--- config.mk ---
export PLATFORM = sky130hd
export DESIGN_NAME = smb_addr_match
export DESIGN_NICKNAME = d
export VERILOG_FILES = /design/src/rtl/smb_addr_pkg.sv /design/src/rtl/smb_addr_cmp.sv /design/src/rtl/smb_ack_ctrl.sv /design/src/rtl/smb_addr_match.sv
export SDC_FILE = /design/constraint.sdc
export NUM_CORES = 1
export LEC_CHECK = 0
export ABC_AREA = 1
export BUFFER_PORTS_ARGS = -buffer_cell sky130_fd_sc_hd__buf_2
export CORE_AREA = 4 4 41 43
export CTS_BUF_LIST = sky130_fd_sc_hd__clkbuf_8 sky130_fd_sc_hd__clkbuf_16
export DETAILED_ROUTE_END_ITERATION = 10
export DIE_AREA = 0 0 45 47
export PLACE_DENSITY = 0.68
export SLEW_MARGIN = 20
export SYNTH_ARGS = -nofsm -noshare
export SYNTH_HDL_FRONTEND = slang
export SYNTH_SLANG_ARGS = --single-unit
--- constraint.sdc ---
create_clock -name clk -period 1.3 [get_ports clk]
set_clock_uncertainty 0.1 [all_clocks]
set_input_delay 0.26 -clock clk [delete_from_list [all_inputs] [get_ports clk]]
set_output_delay 0.26 -clock clk [all_outputs]
set_load 0.02 [all_outputs]
--- src/rtl/smb_addr_pkg.sv ---
package smb_addr_pkg;

    typedef struct packed {
        logic match;   // held compare result
        logic rw;      // held direction bit
        logic ack_hw;  // hardware acknowledge level
    } amr_state_t;

    localparam amr_state_t AMR_RESET = '{match: 1'b0, rw: 1'b0, ack_hw: 1'b0};

endpackage

--- src/rtl/smb_addr_cmp.sv ---
module smb_addr_cmp #(
    parameter int AW = 7
) (
    input  logic [AW-1:0] rx_addr,
    input  logic [AW-1:0] slv_addr,
    input  logic [AW-1:0] slv_mask,
    input  logic          gc_en,
    output logic          hit
);
    logic [AW-1:0] bit_bad;

    // per-bit mismatch, only where the mask cares
    for (genvar i = 0; i < AW; i++) begin : g_bit
        assign bit_bad[i] = slv_mask[i] & (rx_addr[i] ^ slv_addr[i]);
    end

    logic masked_ok;
    logic gc_ok;

    always_comb begin
        masked_ok = ~|bit_bad;
        gc_ok     = gc_en & ~|rx_addr;
        hit       = masked_ok | gc_ok;
    end

    always_comb begin
        if (gc_en && rx_addr == '0) begin
            a_gc_r4: assert (hit);
        end
    end
endmodule

--- src/rtl/smb_ack_ctrl.sv ---
module smb_ack_ctrl (
    input  logic hw_ack_en,
    input  logic sw_ack,
    input  logic ack_hw_q,
    output logic ack_out
);
    always_comb begin
        if (hw_ack_en) begin
            ack_out = ack_hw_q;
        end else begin
            ack_out = sw_ack;
        end
    end
endmodule

--- src/rtl/smb_addr_match.sv ---
module smb_addr_match
    import smb_addr_pkg::*;
#(
    parameter int BYTE_W = 8,
    localparam int AW    = BYTE_W - 1
) (
    input  logic              clk,
    input  logic              rst_n,
    input  logic              start_det,
    input  logic              stop_det,
    input  logic              byte_vld,
    input  logic              addr_phase,
    input  logic [BYTE_W-1:0] rx_byte,
    input  logic [AW-1:0]     slv_addr,
    input  logic [AW-1:0]     slv_mask,
    input  logic              gc_en,
    input  logic              hw_ack_en,
    input  logic              sw_ack,
    output logic              addr_match,
    output logic              rx_rw,
    output logic              ack_out
);
    amr_state_t st_d, st_q;
    logic       cmp_hit;
    logic       frame_edge;
    logic       addr_take;
    logic       data_take;

    smb_addr_cmp #(.AW(AW)) i_cmp (
        .rx_addr  (rx_byte[BYTE_W-1:1]),
        .slv_addr (slv_addr),
        .slv_mask (slv_mask),
        .gc_en    (gc_en),
        .hit      (cmp_hit)
    );

    smb_ack_ctrl i_ack (
        .hw_ack_en (hw_ack_en),
        .sw_ack    (sw_ack),
        .ack_hw_q  (st_q.ack_hw),
        .ack_out   (ack_out)
    );

    always_comb begin
        frame_edge = start_det | stop_det;
        addr_take  = byte_vld & addr_phase & ~frame_edge;
        data_take  = byte_vld & ~addr_phase & ~frame_edge;
        st_d       = st_q;
        if (frame_edge) begin
            st_d.match  = 1'b0;
            st_d.ack_hw = 1'b0;
        end else if (addr_take) begin
            st_d.match  = hw_ack_en & cmp_hit;
            st_d.rw     = rx_byte[0];
            st_d.ack_hw = hw_ack_en & cmp_hit;
        end else if (data_take) begin
            st_d.ack_hw = 1'b1;
        end
    end

    always_ff @(posedge clk or negedge rst_n) begin
        if (!rst_n) begin
            st_q <= AMR_RESET;
        end else begin
            st_q <= st_d;
        end
    end

    assign addr_match = st_q.match;
    assign rx_rw      = st_q.rw;

    p_clear_r6: assert property (@(posedge clk) disable iff (!rst_n)
        (start_det || stop_det) |=> (!addr_match && !st_q.ack_hw));

    p_hold_r6: assert property (@(posedge clk) disable iff (!rst_n)
        (!start_det && !stop_det && !(byte_vld && addr_phase)) |=> $stable(addr_match));

    p_rw_r5: assert property (@(posedge clk) disable iff (!rst_n)
        (byte_vld && addr_phase && !start_det && !stop_det) |=> (rx_rw == $past(rx_byte[0])));

    p_data_ack_r9: assert property (@(posedge clk) disable iff (!rst_n)
        (byte_vld && !addr_phase && hw_ack_en && !start_det && !stop_det) |=> st_q.ack_hw);

    p_off_r7: assert property (@(posedge clk) disable iff (!rst_n)
        (byte_vld && addr_phase && !hw_ack_en) |=> !addr_match);
endmodule

==> summary.md <==
| Metric | Value |
|---|---|
| Run status | `finished with violations` |
| Violated checks | `negative setup slack` |
| Launch instance of the worst min-delay path | `rx_byte[0]` |
| Worst Reg2Reg Path Length in Cells | `2` |
| Leakage power summed over all cells | `0.381 nW` |
| Category of the critical setup timing path | `flip-flop to primary output` |
| Tightest slew margin relative to the limit | `85.9%` |
| Commonest non-fill, non-tap cell in the layout | `sky130_fd_sc_hd__buf_2` |
| Avg Synthesized Cell Area | `5.62 µm²` |
| Die height | `47 µm` |
| Tmin final | `1.35 ns` |
| Worst path depth | `2` |
| Routed length per placed instance | `9.09 µm` |
| Row count | `13` |
| Top library cells by usage in the layout, fill and taps aside | `sky130_fd_sc_hd__buf_2, sky130_fd_sc_hd__nand2_1, sky130_fd_sc_hd__inv_1` |
| Maximum vdd ir drop | `0.000603 V` |
| Drt via density | `4.21` |
| Area added between synthesis and finish | `75.1%` |
| Overflow left after global routing | `0` |
| Fraction of the core area covered by cells at the end of the flow | `44.6%` |
| Tot Pwr | `511 µW` |
| HPWL after detailed placement | `871 µm` |
| CTS Buf Count | `3` |
| Unique cell type count in the Yosys netlist | `13` |
| Nets | `129` |
| Drt initial violations | `3` |
| Setup Viol. Count Final | `1` |
| Number of antenna-violating nets in the routed design | `0` |
| Post-synthesis net count | `90` |
| Max stage delay on crit path | `0.37 ns` |
| Cell count after synthesis | `59` |
| Share of the yosys chip area belonging to registers | `22.6%` |
| Crit. End Element | `primary output` |
| Max Cap Violations | `0` |
| Final sum of negative setup slack | `-0.0526 ns` |
| Buffer depth of the longest clock path | `2` |
| Total area of multi-input combinational cells | `211 µm²` |
| Number of global-route vias before repair | `392` |
| Critical Path AT | `0.99 ns` |
| Aggregate routed wire length | `1020 µm` |
| End point of the worst hold path | `rx_rw$_DFFE_PN0P_` |
| Combined buffer and inverter count along the critical path | `1` |
| Register bit total from synthesis | `3` |
| Share of the synthesized area in the top cell type | `23.8%` |
| Non-filler cells in the finished layout | `112` |
| Fill cell total of the finished layout | `153` |
| Clock tree sinks | `3` |
| Die width | `45 µm` |
| Worst Max-Slew Pin Slew | `0.209 ns` |
| Share of final-layout standard cells stronger than drive strength 1 | `43.3%` |
| Slew Viols, Final | `0` |
| Path class of the lowest-slack min-delay path | `primary input to flip-flop` |
| Number of antenna violations at the first check in global routing | `0` |
| Chain of cells forming the critical path | `mux2_4 -> buf_6` |
| Global-route wire length before repair | `1460 µm` |
| Count of buffers inserted at the top-level ports | `33` |
| CTS Root Cell | `sky130_fd_sc_hd__clkbuf_8` |
| Placed Area | `515 µm²` |
| Synth top area cells | `sky130_fd_sc_hd__nand2_1, sky130_fd_sc_hd__dfrtp_1, sky130_fd_sc_hd__inv_1, sky130_fd_sc_hd__nand3_1, sky130_fd_sc_hd__nor2_1` |
| Post-layout instance area | `581 µm²` |
| Cell Count Post-Placement | `107` |
| Maximum clock frequency | `739 MHz` |
| Starting utilization of the core area | `25.5%` |
| Total I/O pin count | `34` |
| Unrepaired setup endpoints after global routing | `true` |
| Aggregate global-route resource usage | `9.75%` |
| Slowest cell on crit path | `sky130_fd_sc_hd__dfrtp_1` |
| Category of cells accounting for the largest share of critical-path delay | `flip-flops` |
| Critical path startpoint category | `flip-flop` |
| CP required | `0.94 ns` |
| Final number of hold-violating endpoints | `0` |
| CTS clock-pin slew for the worst setup and hold paths | `0.03 ns` |
| Crit Reg-Reg Endpoint | `st_q[0]$_DFFE_PN0P_` |
| Worst Hold Depth | `2` |
| Maximum number of pins on one net before global-route repair | `4` |
| Total iterations of the first detailed-routing run | `4` |
| Antenna fix cells | `0` |
| Summed instance area of the synthesized netlist | `332 µm²` |
| Final period utilization | `104%` |
| GP Congestion | `0.629` |
| Synth area leader | `sky130_fd_sc_hd__nand2_1` |
| Post-CTS setup buffer count | `0` |
| Worst-case register-to-register setup slack | `0.44 ns` |
| Standard cell core area | `1300 µm²` |
| Reg-to-reg startpoint | `st_q[0]$_DFFE_PN0P_` |
| Maximum fanout along the worst path | `2` |
| Later-pin clock latency in the skew report | `0.21 ns` |
| Post-route worst setup slack | `-0.0526 ns` |
| Die outline area | `2120 µm²` |
| Number of vias after detailed routing | `471` |
| Clock tree from TritonCTS | `built` |
| Depth of the CTS H-tree | `1` |
| Final routed DRC violation total | `0` |
| Total area of sequential cells | `75.1 µm²` |
| Power density over the cells | `881 nW/µm²` |
| Yosys warns | `0` |
layer usage:
metal / part of all wire [%] / track usage, % / routed length (µm) / vias to the layer above
met1: 39 / 10.6 / 400 / 194
met2: 50 / 16.9 / 506 / 20
met3: 11 / 4.21 / 112 / 0
met5: 0 / 0 / 0 / -
met4: 0 / 3.51 / 0 / 0
li1: - / - / - / 257
through the flow:
step,setup slack [ns],hold slack [ns]
finish,-0.0526,0.179
detailed placement,0.107,-0.0432
floorplan,0.281,-0.136
global route,-0.0647,0.195
global placement,0.114,-0.0432
CTS,-0.0419,0.177
what timing repair did:
| item | 4_1_cts | 5_1_grt |
|---|---|---|
| resized for setup | 3 | 0 |
| hold endpoints to repair | 3 | 0 |
| hold buffers | 1 | 0 |
| setup endpoints to repair | 1 | 1 |
final cells by class:
| class | count | share of cell area (%) |
|---|---|---|
| Inverter | 13 | 8.41 |
| Sequential cell | 3 | 12.9 |
| Clock inverter | 1 | 0.647 |
| Tap cell | 15 | 3.23 |
| Multi-Input combinational cell | 43 | 36.4 |
| Timing Repair Buffer | 34 | 31.2 |
| Clock buffer | 3 | 7.11 |
cell families (layout without fill, tap and decap cells):
| group | after synthesis | after routing | share of synthesized area, % |
|---|---|---|---|
| DFF | 3 | 3 | 22.6 |
| AOI/OAI and AO/OA | 3 | 3 | 6.79 |
| muxes | 2 | 2 | 6.79 |
| and+or+nand+nor | 38 | 38 | 49.1 |
| buffers and inverters | 13 | 51 | 14.7 |
report_power, final:
group / leakage (nW) / switching (mW) / internal, mW / total, mW
clock network: 0.0269 / 0.0649 / 0.201 / 0.266
registers: 0.0395 / 0.00340 / 0.102 / 0.106
logic: 0.314 / 0.0684 / 0.0710 / 0.139
how the worst max path moves through the flow:
| stage | startpoint | slack, ns | end |
|---|---|---|---|
| after floorplan | st_q[0]$_DFFE_PN0P_ | 0.28 | ack_out |
| after global placement | hw_ack_en | 0.11 | ack_out |
| after detailed placement | hw_ack_en | 0.11 | ack_out |
| after CTS | st_q[0]$_DFFE_PN0P_ | -0.04 | ack_out |
| after global routing | st_q[0]$_DFFE_PN0P_ | -0.06 | ack_out |
| final | st_q[0]$_DFFE_PN0P_ | -0.05 | ack_out |
registers in the layout (all words and copies together), names as in the netlist:
| signal | flops |
|---|---|
| rx_rw | 1 |
| st_q | 1 |
| addr_match | 1 |
worst reg2reg max path, stage by stage (launching register included):
cell	delay (ns)
sky130_fd_sc_hd__dfrtp_1	0.37
sky130_fd_sc_hd__o21ai_0	0.22
sky130_fd_sc_hd__a21oi_2	0.05
Yosys cell counts:
cell type and instances:
sky130_fd_sc_hd__nand2_2 1, sky130_fd_sc_hd__mux2_2 2, sky130_fd_sc_hd__nand3_1 6, sky130_fd_sc_hd__o21ai_0 1, sky130_fd_sc_hd__nor2_1 7, sky130_fd_sc_hd__nand4_1 1, sky130_fd_sc_hd__o21ai_2 1, sky130_fd_sc_hd__dfrtp_1 3
sky130_fd_sc_hd__nor3_1 1, sky130_fd_sc_hd__nand3_2 1, sky130_fd_sc_hd__inv_1 13, sky130_fd_sc_hd__nand2_1 21, sky130_fd_sc_hd__a21oi_2 1
Power figures use the tool's default switching activity.
